File: src/rtl/wdg_pkg.sv
package wdg_pkg;
  localparam int BUS_W   = 8;
  localparam int CODE_W  = 5;
  localparam int DEPTH_W = 7;
  localparam int ADDR_W  = 2;
  localparam logic [DEPTH_W-1:0] DEPTH_RST = 7'd8;

  typedef enum logic [ADDR_W-1:0] {
    A_CTRL  = 2'd0,
    A_WDOG  = 2'd1,
    A_DEPTH = 2'd2,
    A_STRAP = 2'd3
  } reg_addr_e;
endpackage

File: src/rtl/wdg_tick.sv
module wdg_tick #(
  parameter int TICK_DIV = 16
) (
  input  logic clk,
  input  logic rst,
  input  logic restart,
  output logic tick
);
  localparam int PW = (TICK_DIV > 1) ? $clog2(TICK_DIV) : 1;
  localparam logic [PW-1:0] LAST = PW'(TICK_DIV - 1);

  logic [PW-1:0] pre_q;

  always_ff @(posedge clk) begin
    if (rst || restart) pre_q <= '0;
    else if (pre_q == LAST) pre_q <= '0;
    else pre_q <= pre_q + 1'b1;
  end

  // restart aligns the tick phase with the arming write
  assign tick = (pre_q == LAST) && !restart;
endmodule

File: src/rtl/wdg_counter.sv
module wdg_counter
  import wdg_pkg::*;
(
  input  logic               clk,
  input  logic               rst,
  input  logic               arm_set,
  input  logic               arm_clr,
  input  logic [DEPTH_W-1:0] load_val,
  input  logic               tick,
  output logic               running,
  output logic               expired,
  output logic [DEPTH_W-1:0] count,
  output logic               fire
);
  // expiry when the last count unit elapses; depth 0 expires on the first tick
  assign fire = running && tick && !arm_set && !arm_clr && (count <= DEPTH_W'(1));

  always_ff @(posedge clk) begin
    if (rst) begin
      running <= 1'b0;
      expired <= 1'b0;
      count   <= '0;
    end else if (arm_set) begin
      running <= 1'b1;
      expired <= 1'b0;
      count   <= load_val;
    end else if (arm_clr) begin
      running <= 1'b0;
    end else if (fire) begin
      running <= 1'b0;
      expired <= 1'b1;
      count   <= '0;
    end else if (running && tick) begin
      count <= count - 1'b1;
    end
  end
endmodule

File: src/rtl/wdg_rst_pulse.sv
module wdg_rst_pulse #(
  parameter int PULSE_CYC = 16
) (
  input  logic clk,
  input  logic rst,
  input  logic fire,
  output logic sys_rst_n
);
  localparam int CW = $clog2(PULSE_CYC + 1);
  localparam logic [CW-1:0] START = CW'(PULSE_CYC - 1);

  logic [CW-1:0] left_q;

  always_ff @(posedge clk) begin
    if (rst) begin
      left_q    <= '0;
      sys_rst_n <= 1'b1;
    end else if (fire) begin
      left_q    <= START;
      sys_rst_n <= 1'b0;
    end else if (left_q != '0) begin
      left_q <= left_q - 1'b1;
    end else begin
      sys_rst_n <= 1'b1;
    end
  end
endmodule

File: src/rtl/wdg_regs.sv
module wdg_regs
  import wdg_pkg::*;
(
  input  logic               clk,
  input  logic               rst,
  input  logic               wr_en,
  input  logic [ADDR_W-1:0]  addr,
  input  logic [BUS_W-1:0]   wdata,
  input  logic [CODE_W-1:0]  strap_pins,
  input  logic               fire,
  input  logic               running,
  input  logic               expired,
  input  logic [DEPTH_W-1:0] count,
  output logic               arm_set,
  output logic               arm_clr,
  output logic [DEPTH_W-1:0] depth_q,
  output logic [BUS_W-1:0]   rdata,
  output logic [CODE_W-1:0]  freq_code,
  output logic               stepless_en,
  output logic               safe_src,
  output logic [CODE_W-1:0]  safe_code,
  output logic [CODE_W-1:0]  strap_q
);
  reg_addr_e        a;
  logic             sw_sel_q;
  logic [CODE_W-1:0] sw_code_q;
  logic [BUS_W-1:0] rd_nxt;
  logic             wr_ctrl, wr_wdog, wr_depth;

  assign a        = reg_addr_e'(addr);
  assign wr_ctrl  = wr_en && (a == A_CTRL);
  assign wr_wdog  = wr_en && (a == A_WDOG);
  assign wr_depth = wr_en && (a == A_DEPTH);
  assign arm_set  = wr_wdog &&  wdata[BUS_W-1];
  assign arm_clr  = wr_wdog && !wdata[BUS_W-1];

  // straps follow the pins only while reset is held
  always_ff @(posedge clk) begin
    if (rst) strap_q <= strap_pins;
  end

  always_ff @(posedge clk) begin
    if (rst) begin
      sw_sel_q    <= 1'b0;
      safe_src    <= 1'b0;
      stepless_en <= 1'b0;
      sw_code_q   <= '0;
      safe_code   <= '0;
      depth_q     <= DEPTH_RST;
    end else begin
      if (wr_ctrl) begin
        sw_sel_q    <= wdata[0];
        safe_src    <= wdata[1];
        stepless_en <= wdata[2];
        sw_code_q   <= wdata[BUS_W-1:3];
      end
      if (wr_wdog)  safe_code <= wdata[CODE_W-1:0];
      if (wr_depth) depth_q   <= wdata[DEPTH_W-1:0];
      // expiry overrides a same-cycle control write
      if (fire) begin
        stepless_en <= 1'b0;
        if (safe_src) begin
          sw_sel_q  <= 1'b1;
          sw_code_q <= safe_code;
        end else begin
          sw_sel_q  <= 1'b0;
        end
      end
    end
  end

  assign freq_code = sw_sel_q ? sw_code_q : strap_q;

  always_comb begin
    unique case (a)
      A_CTRL:  rd_nxt = {sw_code_q, stepless_en, safe_src, sw_sel_q};
      A_WDOG:  rd_nxt = {running, expired, 1'b0, safe_code};
      A_DEPTH: rd_nxt = {1'b0, running ? count : depth_q};
      default: rd_nxt = {{(BUS_W-CODE_W){1'b0}}, strap_q};
    endcase
  end

  always_ff @(posedge clk) begin
    if (rst) rdata <= '0;
    else     rdata <= rd_nxt;
  end
endmodule

File: src/rtl/wdg_freq_guard.sv
module wdg_freq_guard
  import wdg_pkg::*;
#(
  parameter int TICK_DIV  = 6250000,
  parameter int RST_TICKS = 1
) (
  input  logic               clk,
  input  logic               rst,
  input  logic               cfg_wr,
  input  logic [ADDR_W-1:0]  cfg_addr,
  input  logic [BUS_W-1:0]   cfg_wdata,
  output logic [BUS_W-1:0]   cfg_rdata,
  input  logic [CODE_W-1:0]  strap_code,
  output logic [CODE_W-1:0]  freq_code,
  output logic               stepless_en,
  output logic               sys_rst_n
);
  localparam int PULSE_CYC = TICK_DIV * RST_TICKS;

  logic               arm_set, arm_clr, tick, fire;
  logic               running, expired, safe_src;
  logic [DEPTH_W-1:0] count, depth_q;
  logic [CODE_W-1:0]  safe_code, strap_q;

  wdg_regs u_regs (
    .clk(clk), .rst(rst), .wr_en(cfg_wr), .addr(cfg_addr), .wdata(cfg_wdata),
    .strap_pins(strap_code), .fire(fire), .running(running), .expired(expired),
    .count(count), .arm_set(arm_set), .arm_clr(arm_clr), .depth_q(depth_q),
    .rdata(cfg_rdata), .freq_code(freq_code), .stepless_en(stepless_en),
    .safe_src(safe_src), .safe_code(safe_code), .strap_q(strap_q)
  );

  wdg_tick #(.TICK_DIV(TICK_DIV)) u_tick (
    .clk(clk), .rst(rst), .restart(arm_set), .tick(tick)
  );

  wdg_counter u_cnt (
    .clk(clk), .rst(rst), .arm_set(arm_set), .arm_clr(arm_clr),
    .load_val(depth_q), .tick(tick), .running(running), .expired(expired),
    .count(count), .fire(fire)
  );

  wdg_rst_pulse #(.PULSE_CYC(PULSE_CYC)) u_pulse (
    .clk(clk), .rst(rst), .fire(fire), .sys_rst_n(sys_rst_n)
  );
endmodule

File: config.mk
export PLATFORM = sky130hd
export DESIGN_NAME = wdg_freq_guard
export DESIGN_NICKNAME = d
export VERILOG_FILES = /design/src/rtl/wdg_pkg.sv /design/src/rtl/wdg_tick.sv /design/src/rtl/wdg_counter.sv /design/src/rtl/wdg_rst_pulse.sv /design/src/rtl/wdg_regs.sv /design/src/rtl/wdg_freq_guard.sv
export SDC_FILE = /design/constraint.sdc
export NUM_CORES = 1
export LEC_CHECK = 0
export BUFFER_PORTS_ARGS = -buffer_cell sky130_fd_sc_hd__buf_2
export CAP_MARGIN = 20
export CORE_MARGIN = 1.5
export CORE_UTILIZATION = 30
export DETAILED_ROUTE_END_ITERATION = 10
export PLACE_DENSITY = 0.5
export SYNTH_ARGS = -nofsm -noshare
export SYNTH_HDL_FRONTEND = slang
export SYNTH_SLANG_ARGS = --single-unit
File: constraint.sdc
create_clock -name clk -period 3.25 [get_ports clk]
set_clock_uncertainty 0.15 [all_clocks]
set_input_delay 0.325 -clock clk [delete_from_list [all_inputs] [get_ports clk]]
set_output_delay 0.325 -clock clk [all_outputs]
set_load 0.01 [all_outputs]
Yosys cells after proc, flatten, opt, wreduce, memory -nomap -nowiden
Cells that the tools add are included.

Flip-flop bits (word level): 89. Bits in latches: 0. Bits in writable memories: 0. Memory bits (read-only): 0. Bits of input ports: 18. Output and inout bits: 15. Word-level logic and storage cells: 70. Memories kept: 0.

$add $sub $neg: 3. $mul: 0. Divide/modulo/power cells: 0. $lt $le $gt $ge: 1. Equality and inequality tests: 5. Shift-type cells: 0. Muxes and demuxes: 20. Bitwise gates (word level): 1. Reduce and logical (&&, ||, !) cells: 25.

Operators by type and width (number): two-way mux 23 bit (2); two-way mux 7 bit (5); case mux 8 bit (3 select lines) (1); adder 23 x 1 -> 23 bit, second input constant (1); equality test 23 bit, second input constant (1); nonzero test 23 bit (1); subtractor 23 x 1 -> 23 bit, second input constant (1); two-way mux 5 bit (4); logical AND 1 bit (10); two-way mux 1 bit (8); <= comparator 7 x 1 -> 1 bit, second input constant (1); subtractor 7 x 1 -> 7 bit, second input constant (1); nonzero test 3 bit (2); OR reduction 2 bit (3); AND reduction 2 bit (2); nonzero test 2 bit (2); zero test 1 bit (3); equality test 2 x 1 -> 1 bit, second input constant (1); equality test 2 bit, second input constant (1); zero test 2 bit (1); inequality test 2 x 1 -> 1 bit, second input constant (1); inequality test 2 bit, second input constant (1); logical OR 1 bit (1); NOT 1 bit (1).

Longest topological paths before layout
Gate-level depths: netlist of the first run.

Word-level depth: 12. Gate-level depth with buffers: 8. Gate-level depth less buffers: 7.

By module
From an unflattened synthesis of the first run, not the netlist that was laid out.

Cell total of the unflattened synthesis: 489. Area, all modules: 4483.0 um^2.

By module, submodules not included: wdg_regs (times used 1, cells an instance 134, area an instance 1487.7 um^2); wdg_rst_pulse (times used 1, cells an instance 165, area an instance 1405.1 um^2); wdg_tick (times used 1, cells an instance 125, area an instance 1061.0 um^2); wdg_counter (times used 1, cells an instance 65, area an instance 529.3 um^2).

Worst setup path after synthesis of the first run
OpenSTA, ideal clock, no wires.

Path type: reg2reg. Start point: register u_pulse.left_q[0]. End point: register u_pulse.left_q[1]. Data arrival time: 2.241 ns. Required time: 3.030 ns. Slack: 0.788 ns. Stages on the path, launching flop included: 9. Path through: dfxtp_1 inv_1 ha_1 nor4b_1 or4b_1 buf_6 nor2_4 mux2_1 a21oi_1.

Word-level cells in the longest chain between the ends: 3. Elaborated cells between the ends (all ways): 5.

RTL lines: from (decl) (RTL line wdg_rst_pulse.sv:12) `logic [CW-1:0] left_q;`; from (signal assigned) (RTL line wdg_rst_pulse.sv:22) `left_q <= left_q - 1'b1;`; subtractor 23 x 1 -> 23 bit (RTL line wdg_rst_pulse.sv:22); two-way mux 23 bit (RTL line wdg_rst_pulse.sv:21) `end else if (left_q != '0) begin`; two-way mux 23 bit (RTL line wdg_rst_pulse.sv:18) `end else if (fire) begin`.

Several ways; a longest one is shown, not always the timed one. The select of a mux whose other input is x is not followed. A chain may end at the register's enable or synchronous reset.

Final worst setup path of the first run
Same ends and word-level chain as after synthesis.

==> metrics.csv, run 1 <==
stage,metric,value,unit
route,drt_iter0_drc,148,
synth,synth_area,0.00424,mm2
clock_network,cts_made_buffers,9,
clock_network,tritoncts,done,
route,wl,9580,um
power,power_density,735,mW/mm2
synth,async_flop_share,0,%
route,route.detailed.drc,0,
timing,period_needed,2.70,ns
synth,yosys.area.top_type,dfxtp_1,
finish,antenna_cells,0,
setup_path,end_kind,flip-flop,
timing,fin_crit_sh,83.1,%
synth,synth_top_cell_area_share,39.7,%
power,leakage,1.83,nW
setup_path,critPathBufInv,2,
place,portBuffers,32,
setup_path,cp-start-kind,flip-flop,
setup_path,critical_path_class,flip-flop to flip-flop,
status,status,finished clean,
floorplan,ios,33,
setup_path,crit_slowest_cell,or4b_1,
run,cap_violations,0,
clock_network,clockRootBuffer,clkbuf_16,
global_route,grt_pass1_vias,3180,
synth,ys.flop_type,dfxtp_1,
clock_network,cts_buffer_depth,2,
synth,syn_inst,454,
floorplan,die_w,122,um
place,dp_hpwl,6650,um
place,place_congestion,0.812,
setup_path,cp_top_family,simple AND/OR/NAND/NOR gates,
setup_path,path_depth,8,
timing,hold_violations,0,
synth,ys_ff_latch,89,
route,antenna_left,0,
synth,syn_nets,476,
setup_path,path_max_fanout,9,
route,avgViaCountPerCell,5.01,
timing,setup_viol,0,
finish,nNetsFinal,506,
global_route,grt_pass1_wl,16000,um
min_path,hp-class,input port to flip-flop,
floorplan,fp-row-count,43,
power,power,3.65,mW
floorplan,dieArea,0.0149,mm2
timing,rsz0062_at_grt,no,
synth,yosys.cell_types.count,61,
floorplan,core_area,0.0138,mm2
min_path,worstHoldPathCells,1,
floorplan,die_h,122,um
global_route,grt_max_degree,35,
synth,ys.warnings.count,0,
timing,slew_headroom,44.6,%
floorplan,start_util,30.7,%
synth,synth-edff-count,5,
setup_path,r2r_cells,8,
clock_network,clkTransAtPathRegs,0.06,ns
power,ir_drop,0.337,mV
global_route,grt-ovfl-total,0,
setup_path,crit_chain,inv_1 > ha_1 > nor4b_1 > buf_4 > or4b_1 > nor2_4 > mux2_1 > a21oi_1,
timing,max_freq,0.370,GHz
synth,synth.avg_cell_area,9.34,um2
global_route,antenna_found_initial,0,
setup_path,cpPeakStageDelay,0.69,ns
global_route,grtUsageTotal,13.9,%
timing,worstMarginPinSlew,0.824,ns
clock_network,clk_latency,0.35,ns
timing,fin_setup_tns,0,ns
finish,drive_gt1_share,17.2,%
route,vias,3353,
setup_path,worstPathArrival,2.82,ns
setup_path,required,3.37,ns
route,wl_per_cell,14.3,um
clock_network,cts.sinks,89,
clock_network,h-tree-depth,3,
synth,yosys-top-cells-area,"dfxtp_1 40%, nor2_1 5.4%, mux2i_1 4.7%",
synth,synth_seq_area_share,43.2,%
finish,syn2layout_area_growth,17.1,%
route,drtPass1Iterations,4,
timing,maxSlewViolCount,0,
-- final timing paths --
path | startpoint | to | slack [ns]
worst max-delay path | u_pulse.left_q[0] | u_pulse.left_q[1] | 0.55
worst max register to register | u_pulse.left_q[0] | u_pulse.left_q[1] | 0.55
worst min register to register | u_cnt.expired | u_cnt.expired | 0.31
worst min-delay path | strap_code[0] | u_regs.strap_q[0] | 0.03
-- what timing repair did --
action                                 4_1_cts  5_1_grt
resized for setup                            0        0
hold buffers                                 4        0
endpoints found under the hold margin        4        0
buffers inserted                             0        0
setup endpoints to repair                    0        0
-- synthesized netlist by cell type (all sizes together) (5+ instances only) --
cell type  count
nor4           6
mux2i         20
nor3          19
or4            8
xor2          19
nand2         25
nand3         13
xnor2         13
clkbuf        19
and2           6
and3           5
buf            5
mux2          12
or3            8
a21oi         30
edfxtp         5
dfxtp         84
nor2          62
inv            9
a31oi          5
a211oi        10
o21ai          7
nand4         12
o31ai          6
-- layout make-up --
class                   count  area [um2]
well taps                 180         225
clock buffers              10         229
multi-input cells         332        2270
clock inverters             6         116
flip-flops and latches     89        1830
fillers                  1390        8860
repair buffers             43         253
inverters                   9        33.8
-- power by group --
group,leakage (nW),switching [mW],internal (mW)
registers,0.732,0.134,1.23
clock network,0.167,0.442,0.756
logic,0.935,0.628,0.461
total,1.83,1.20,2.45
-- sequential cells by signal (all words and copies together), names as in the netlist, 5 cells and up --
signal / flops
u_regs.sw_code_q: 5
u_pulse.left_q: 23
u_regs.depth_q: 7
u_cnt.count: 7
u_regs.safe_code: 5
u_tick.pre_q: 23
u_regs.rdata: 8
u_regs.strap_q: 5
-- cell usage in the layout (no fill, tap or decap), types with 3 or more instances in the layout --
master	instances
mux4_2	4
buf_2	32
edfxtp_1	5
o211ai_1	3
a311oi_1	3
nor4_1	5
a21oi_1	30
clkbuf_16	9
nand2_1	25
bufinv_16	3
or4_1	7
or3_1	8
nand4_1	11
ha_1	4
nand2b_1	3
dlygate4sd3_1	4
o31ai_1	6
buf_4	7
and2_1	4
dfxtp_1	84
a31oi_1	5
xor2_1	19
xnor2_1	13
mux2_2	11
clkinv_4	3
nand3_1	13
nor3_2	3
and3_1	5
nor2b_1	4
nor3_1	15
mux2i_1	20
nor4b_1	3
inv_1	9
a211oi_1	10
o21ai_0	4
nor2_1	61
-- metal layers --
| layer | wire length (um) | vias up | track usage, % | part of all wire (%) |
|---|---|---|---|---|
| li1 | - | 1702 | - | - |
| met5 | 0 | - | 0 | 0 |
| met1 | 4690 | 1601 | 18.4 | 49 |
| met2 | 4490 | 43 | 21.8 | 47 |
| met4 | 76 | 0 | 4.56 | 0.79 |
| met3 | 326 | 7 | 4.21 | 3.4 |
-- worst register-to-register path, stage by stage, from the launching register on --
cell,delay (ns)
dfxtp_1,0.35
inv_1,0.10
ha_1,0.23
nor4b_1,0.25
buf_4,0.18
or4b_1,0.69
nor2_4,0.21
mux2_1,0.33
a21oi_1,0.14
-- through the flow --
stage	setup slack, ns	area (um2)	utilization (%)	std cells	hold slack (ns)
after floorplan	0.788	4240	-	454	0.274
after global placement	0.617	4580	33.1	649	0.297
after detailed placement	0.550	4580	33.1	649	0.312
after CTS	0.529	4960	35.9	669	0.00950
after global routing	0.357	4960	35.9	669	0.00457
final	0.550	4960	35.9	669	0.0262
-- kinds of logic (layout without fill, tap and decap cells) --
logic type / count (synthesis) / count (layout) / synth area share, %
and+or+nand+nor: 185 / 185 / 24.0
DFF: 89 / 89 / 43.2
AOI/OAI and AO/OA: 75 / 75 / 11.8
muxes: 36 / 36 / 10.0
buffers and inverters: 33 / 68 / 3.16
xor gates and xnor gates: 32 / 32 / 6.61
adders and majority gates: 4 / 4 / 1.18
(Power assumes the default switching activity.)
==> inputs of run 2 (changes only) <==
- PLACE_DENSITY: 0.5 -> 0.51
- clock period: 3.25 -> 2.3 ns (I/O delays scaled with it)
==> run 2 against run 1 <==
Against the previous run:
- wire length increased by 4.2%
- largest cell class unchanged
- sequential power increased by 41%
- maximum frequency increased by 20%
- power increased by 52%
- first-iteration DRC count increased by 34%
- worst hold slack got worse by 0.0080 ns
- largest power group is now combinational cells
- clock power increased by 36%
- die area unchanged
- cell count increased by 5.4%
- combinational power increased by 83%
==> metrics.csv, run 2 (synthesized netlist as in run 1, its figures left out) <==
stage,metric,value,unit
global_route,grt_max_degree,37,
finish,syn2layout_area_growth,24.6,%
finish,fin_area,0.00528,mm2
clock_network,cts_made_buffers,9,
clock_network,clkTransAtPathRegs,0.07,ns
power,p_sw,1.86,mW
place,dp_hpwl,6980,um
power,leakage,2.02,nW
route,wl_met1,5030,um
timing,holdWs,0.0182,ns
setup_path,cp-start-kind,flip-flop,
finish,finish.utilization,38.2,%
timing,hold_violations,0,
power,ir_drop,0.437,mV
setup_path,required,2.43,ns
global_route,grt_pass1_vias,3396,
floorplan,core_area,0.0138,mm2
setup_path,critical_path_class,flip-flop to flip-flop,
finish,antenna_cells,0,
clock_network,cts_buffer_depth,2,
setup_path,cpPeakStageDelay,0.53,ns
finish,reg.largest.list,"u_pulse.left_q (23), u_tick.pre_q (23), u_regs.rdata (8)",
place,portBuffers,32,
route,route.detailed.drc,0,
setup_path,end_kind,flip-flop,
setup_path,crit_slowest_cell,or4_4,
place,place_congestion,0.783,
route,vias,3490,
route,wl,9980,um
power,power_density,1050,mW/mm2
timing,rsz0062_at_grt,yes,
power,combinationalPowerShare,36.1,%
finish,multi_input_area,0.00231,mm2
finish,layout.cells.most_common_list,"82 x dfxtp_1, 61 x nor2_1, 35 x buf_4",
global_route,antenna_found_initial,0,
floorplan,ios,33,
min_path,hp-class,input port to flip-flop,
route,dr_wl_met2,4440,um
run,cap_violations,0,
place,post_dp_cell_area,0.00482,mm2
power,internal-power,3.69,mW
route,drt_iter0_drc,198,
floorplan,die_h,122,um
timing,slew_headroom,64.7,%
power,power.share.sequential,34.5,%
clock_network,h-tree-depth,3,
global_route,grt_pass1_wl,16800,um
timing,setup_viol,0,
finish,drive_gt1_share,23.4,%
finish,register_area,0.00183,mm2
global_route,grtUsageTotal,14.4,%
timing,fin_crit_sh,97.8,%
timing,maxSlewViolCount,0,
floorplan,die_w,122,um
route,wl_per_cell,14.2,um
status,status,finished clean,
finish,layout_commonest_cell,dfxtp_1,
setup_path,crit_chain,or4_4 > or4b_4 > buf_6 > nor2_4 > mux2_4 > a21oi_2,
timing,worstMarginPinSlew,0.528,ns
global_route,grt-ovfl-total,0,
finish,num-fill-cells,1359,
clock_network,clockRootBuffer,clkbuf_16,
route,drtPass1Iterations,5,
floorplan,fp-row-count,43,
route,top_layer_used,met4,
route,avgViaCountPerCell,4.95,
floorplan,dieArea,0.0149,mm2
route,wl_met3,285,um
power,switching_share,33.5,%
clock_network,tritoncts,done,
timing,max_freq,0.444,GHz
setup_path,path_max_fanout,5,
route,antenna_left,0,
clock_network,cts.sinks,89,
power,p_clk_share,29.4,%
timing,period_needed,2.25,ns
setup_path,worstPathArrival,2.38,ns
finish,nNetsFinal,542,
floorplan,start_util,30.7,%
clock_network,clk_latency,0.35,ns
==> run 2: timing repair <==
item | 4_1_cts | 5_1_grt
endpoints found under the hold margin | 11 | 0
buffers inserted | 0 | 2
setup endpoints to repair | 0 | 3
hold buffers | 9 | 0
gates resized for setup | 0 | 9
==> run 2: per-stage QoR <==
stage / TNS [ns] / instances / worst slack [ns] / total power [mW]
final: 0 / 705 / 0.0500 / 5.55
after global routing: -0.0182 / 705 / -0.0182 / 5.89
after CTS: 0 / 702 / 0.00563 / 5.44
after detailed placement: 0 / 677 / 0.0276 / 3.78
after global placement: 0 / 677 / 0.0517 / 3.74
after floorplan: 0 / 454 / 0.0152 / 3.22
==> run 2: power groups by stage <==
| stage | Combinational, mW | Clock [mW] | Sequential [mW] |
|---|---|---|---|
| after floorplan | 1.30 | 0 | 1.92 |
| after detailed placement | 1.83 | 0 | 1.94 |
| after global routing | 2.21 | 1.74 | 1.95 |
| after CTS | 1.85 | 1.68 | 1.91 |
| after global placement | 1.80 | 0 | 1.94 |
| final | 2.00 | 1.63 | 1.92 |
==> run 2: critical path, delay by kind of cell, from the launching register on <==
| kind | cells | cell delay (ns) |
|---|---|---|
| simple gates | 3 | 1.12 |
| compound gates | 1 | 0.12 |
| buf+inv | 1 | 0.15 |
| mux | 1 | 0.31 |
| flops | 1 | 0.32 |
==> run 2: final timing paths <==
| check | startpoint | depth (start not counted) | slack [ns] | endpoint |
|---|---|---|---|---|
| setup / recovery | u_pulse.left_q[17] | 6 | 0.05 | u_pulse.left_q[1] |
| hold reg to reg | u_tick.pre_q[0] | 1 | 0.32 | u_tick.pre_q[0] |
| setup reg to reg | u_pulse.left_q[17] | 6 | 0.05 | u_pulse.left_q[1] |
| hold / removal | cfg_wdata[5] | 3 | 0.02 | u_regs.depth_q[5] |
==> run 2: final cells by class <==
type / instances / area share [%]
Multi-Input combinational cell: 332 / 43.8
Sequential cell: 89 / 34.7
Timing Repair Buffer: 79 / 10.4
Clock buffer: 9 / 4.26
Tap cell: 180 / 4.26
Clock inverter: 7 / 1.89
Inverter: 9 / 0.640
==> run 2: metal layers <==
layer / GRT usage (%) / vias to the layer above
li1: - / 1770
met1: 19.5 / 1649
met3: 3.04 / 17
met2: 21.8 / 54
met4: 6.69 / 0
met5: 0 / -
==> inputs of run 3 (changes only) <==
- CORE_ASPECT_RATIO: not set -> 1.1
- CTS_BUF_LIST: not set -> sky130_fd_sc_hd__clkbuf_8
==> run 3 against run 2 <==
Against the previous run:
- count of clock-buffer cells in the layout is the same
- power shrank 12%
- via count shrank 0.34%
- largest power group is now registers
- die area is essentially flat
- worst setup slack gained 0.046 ns
- cell area shrank 2.4%
==> metrics.csv, run 3 (synthesized netlist as in run 1, its figures left out) <==
stage,metric,value,unit
floorplan,ios,33,
clock_network,h-tree-depth,3,
finish,finish.utilization,37.4,%
finish,fin_area,0.00515,mm2
finish,layout_commonest_cell,dfxtp_1,
power,power_density,945,mW/mm2
setup_path,worstPathArrival,2.32,ns
setup_path,critical_path_class,flip-flop to flip-flop,
timing,holdWs,0.0753,ns
finish,reg.largest.list,"u_pulse.left_q (23), u_tick.pre_q (23), u_regs.rdata (8)",
timing,maxSlewViolCount,0,
setup_path,timing.rr.end,u_pulse.left_q[3],
min_path,hold_start,cfg_wdata[7],
timing,fin_crit_sh,95.8,%
route,vias,3478,
power,leakage,1.94,nW
global_route,grt_pass1_wl,16400,um
clock_network,clockRootBuffer,clkbuf_8,
timing,period_needed,2.20,ns
timing,rsz0062_at_grt,no,
clock_network,clk_latency,0.38,ns
timing,slew_headroom,64.6,%
setup_path,end_kind,flip-flop,
setup_path,r2r_cells,6,
run,cap_violations,0,
finish,syn2layout_area_growth,21.6,%
place,place_congestion,0.811,
clock_network,cts_buffer_depth,2,
floorplan,die_h,128,um
setup_path,crit_chain,or4_4 > or4b_4 > buf_6 > o21ai_1 > xor2_1 > a21oi_1,
global_route,grt-ovfl-total,0,
setup_path,cp_top_family,simple AND/OR/NAND/NOR gates,
finish,layout.cells.most_common_list,"84 x dfxtp_1, 61 x nor2_1, 32 x buf_2",
global_route,grt_pass1_vias,3385,
place,portBuffers,32,
setup_path,cpPeakStageDelay,0.53,ns
floorplan,dieArea,0.0149,mm2
status,status,finished clean,
global_route,grtUsageTotal,14.1,%
route,route.detailed.drc,0,
route,avgViaCountPerCell,4.90,
route,drtPass1Iterations,4,
route,antenna_left,0,
floorplan,core_area,0.0138,mm2
finish,drive_gt1_share,21.8,%
timing,max_freq,0.454,GHz
route,wl,9780,um
global_route,antenna_found_initial,0,
finish,nNetsFinal,539,
timing,fin_setup_tns,0,ns
min_path,hp-class,input port to flip-flop,
place,dp_hpwl,6950,um
place,post_dp_cell_area,0.00482,mm2
power,power,4.87,mW
setup_path,path_max_fanout,8,
clock_network,cts_made_buffers,9,
floorplan,die_w,116,um
floorplan,start_util,30.7,%
setup_path,required,2.41,ns
clock_network,cts_setup_buffers,0,
setup_path,crit_slowest_cell,or4_4,
min_path,whs_endpoint,u_regs.sw_code_q[4],
clock_network,clkTransAtPathRegs,0.10,ns
power,ir_drop,0.359,mV
setup_path,critPathBufInv,1,
timing,hold_violations,0,
route,wl_per_cell,13.8,um
floorplan,fp-row-count,45,
clock_network,tritoncts,done,
min_path,worstHoldPathCells,3,
route,drt_iter0_drc,173,
timing,setup_viol,0,
setup_path,r2r_start,u_pulse.left_q[17],
global_route,grt_max_degree,56,
setup_path,cp-start-kind,flip-flop,
setup_path,reg2reg_slack,0.1,ns
clock_network,cts.sinks,89,
finish,antenna_cells,0,
timing,worstMarginPinSlew,0.529,ns
[run 3: metal layers]
metal	track usage, %	vias up	wire length [um]
met4	5.95	0	209
met3	3.40	15	237
met5	0	-	0
met1	18.4	1651	4700
met2	22.3	39	4630
li1	-	1773	-
[run 3: worst max-delay path by stage]
| stage | end | slack [ns] | start | cells past startpoint |
|---|---|---|---|---|
| after floorplan | u_pulse.left_q[1] | 0.02 | u_pulse.left_q[17] | 6 |
| after global placement | u_pulse.left_q[6] | 0.05 | u_pulse.left_q[17] | 6 |
| after detailed placement | u_pulse.left_q[3] | 0.008 | u_pulse.left_q[17] | 6 |
| after CTS | u_pulse.left_q[3] | 0.04 | u_pulse.left_q[17] | 6 |
| after global routing | u_cnt.count[2] | 0.003 | u_tick.pre_q[0] | 6 |
| final | u_pulse.left_q[3] | 0.1 | u_pulse.left_q[17] | 6 |
[run 3: layout make-up]
class                           count  area (um2)
Inverter                            9        33.8
Fill cell                        1423        8640
Tap cell                          188         235
Clock inverter                      7        71.3
Clock buffer                        9         124
Timing Repair Buffer               76         549
Multi-Input combinational cell    332        2310
Sequential cell                    89        1830
[run 3: metrics by stage]
stage	cells	setup WS [ns]
finish	710	0.0963
global route	710	0.00299
CTS	710	0.0421
detailed placement	682	0.00841
global placement	682	0.0469
floorplan	454	0.0152
[run 3: what timing repair did]
item                                    CTS  global route
endpoints found under the hold margin    18             0
pin swaps                                 0             1
endpoints found under the setup margin    1             5
resized for setup                         1             5
hold buffers                             12             0
[run 3: power by group]
group | leakage [nW] | switching [mW] | internal, mW
sequential | 0.732 | 0.178 | 1.73
combinational | 1.11 | 0.972 | 0.897
clock | 0.102 | 0.585 | 0.504
total | 1.94 | 1.74 | 3.13
[run 3: worst reg2reg max path: cells and delay by family (launching register included)]
family	cells	cell delay, ns
xor+xnor	1	0.18
compound gates	2	0.23
simple gates	2	1.05
flops	1	0.33
buf+inv	1	0.17
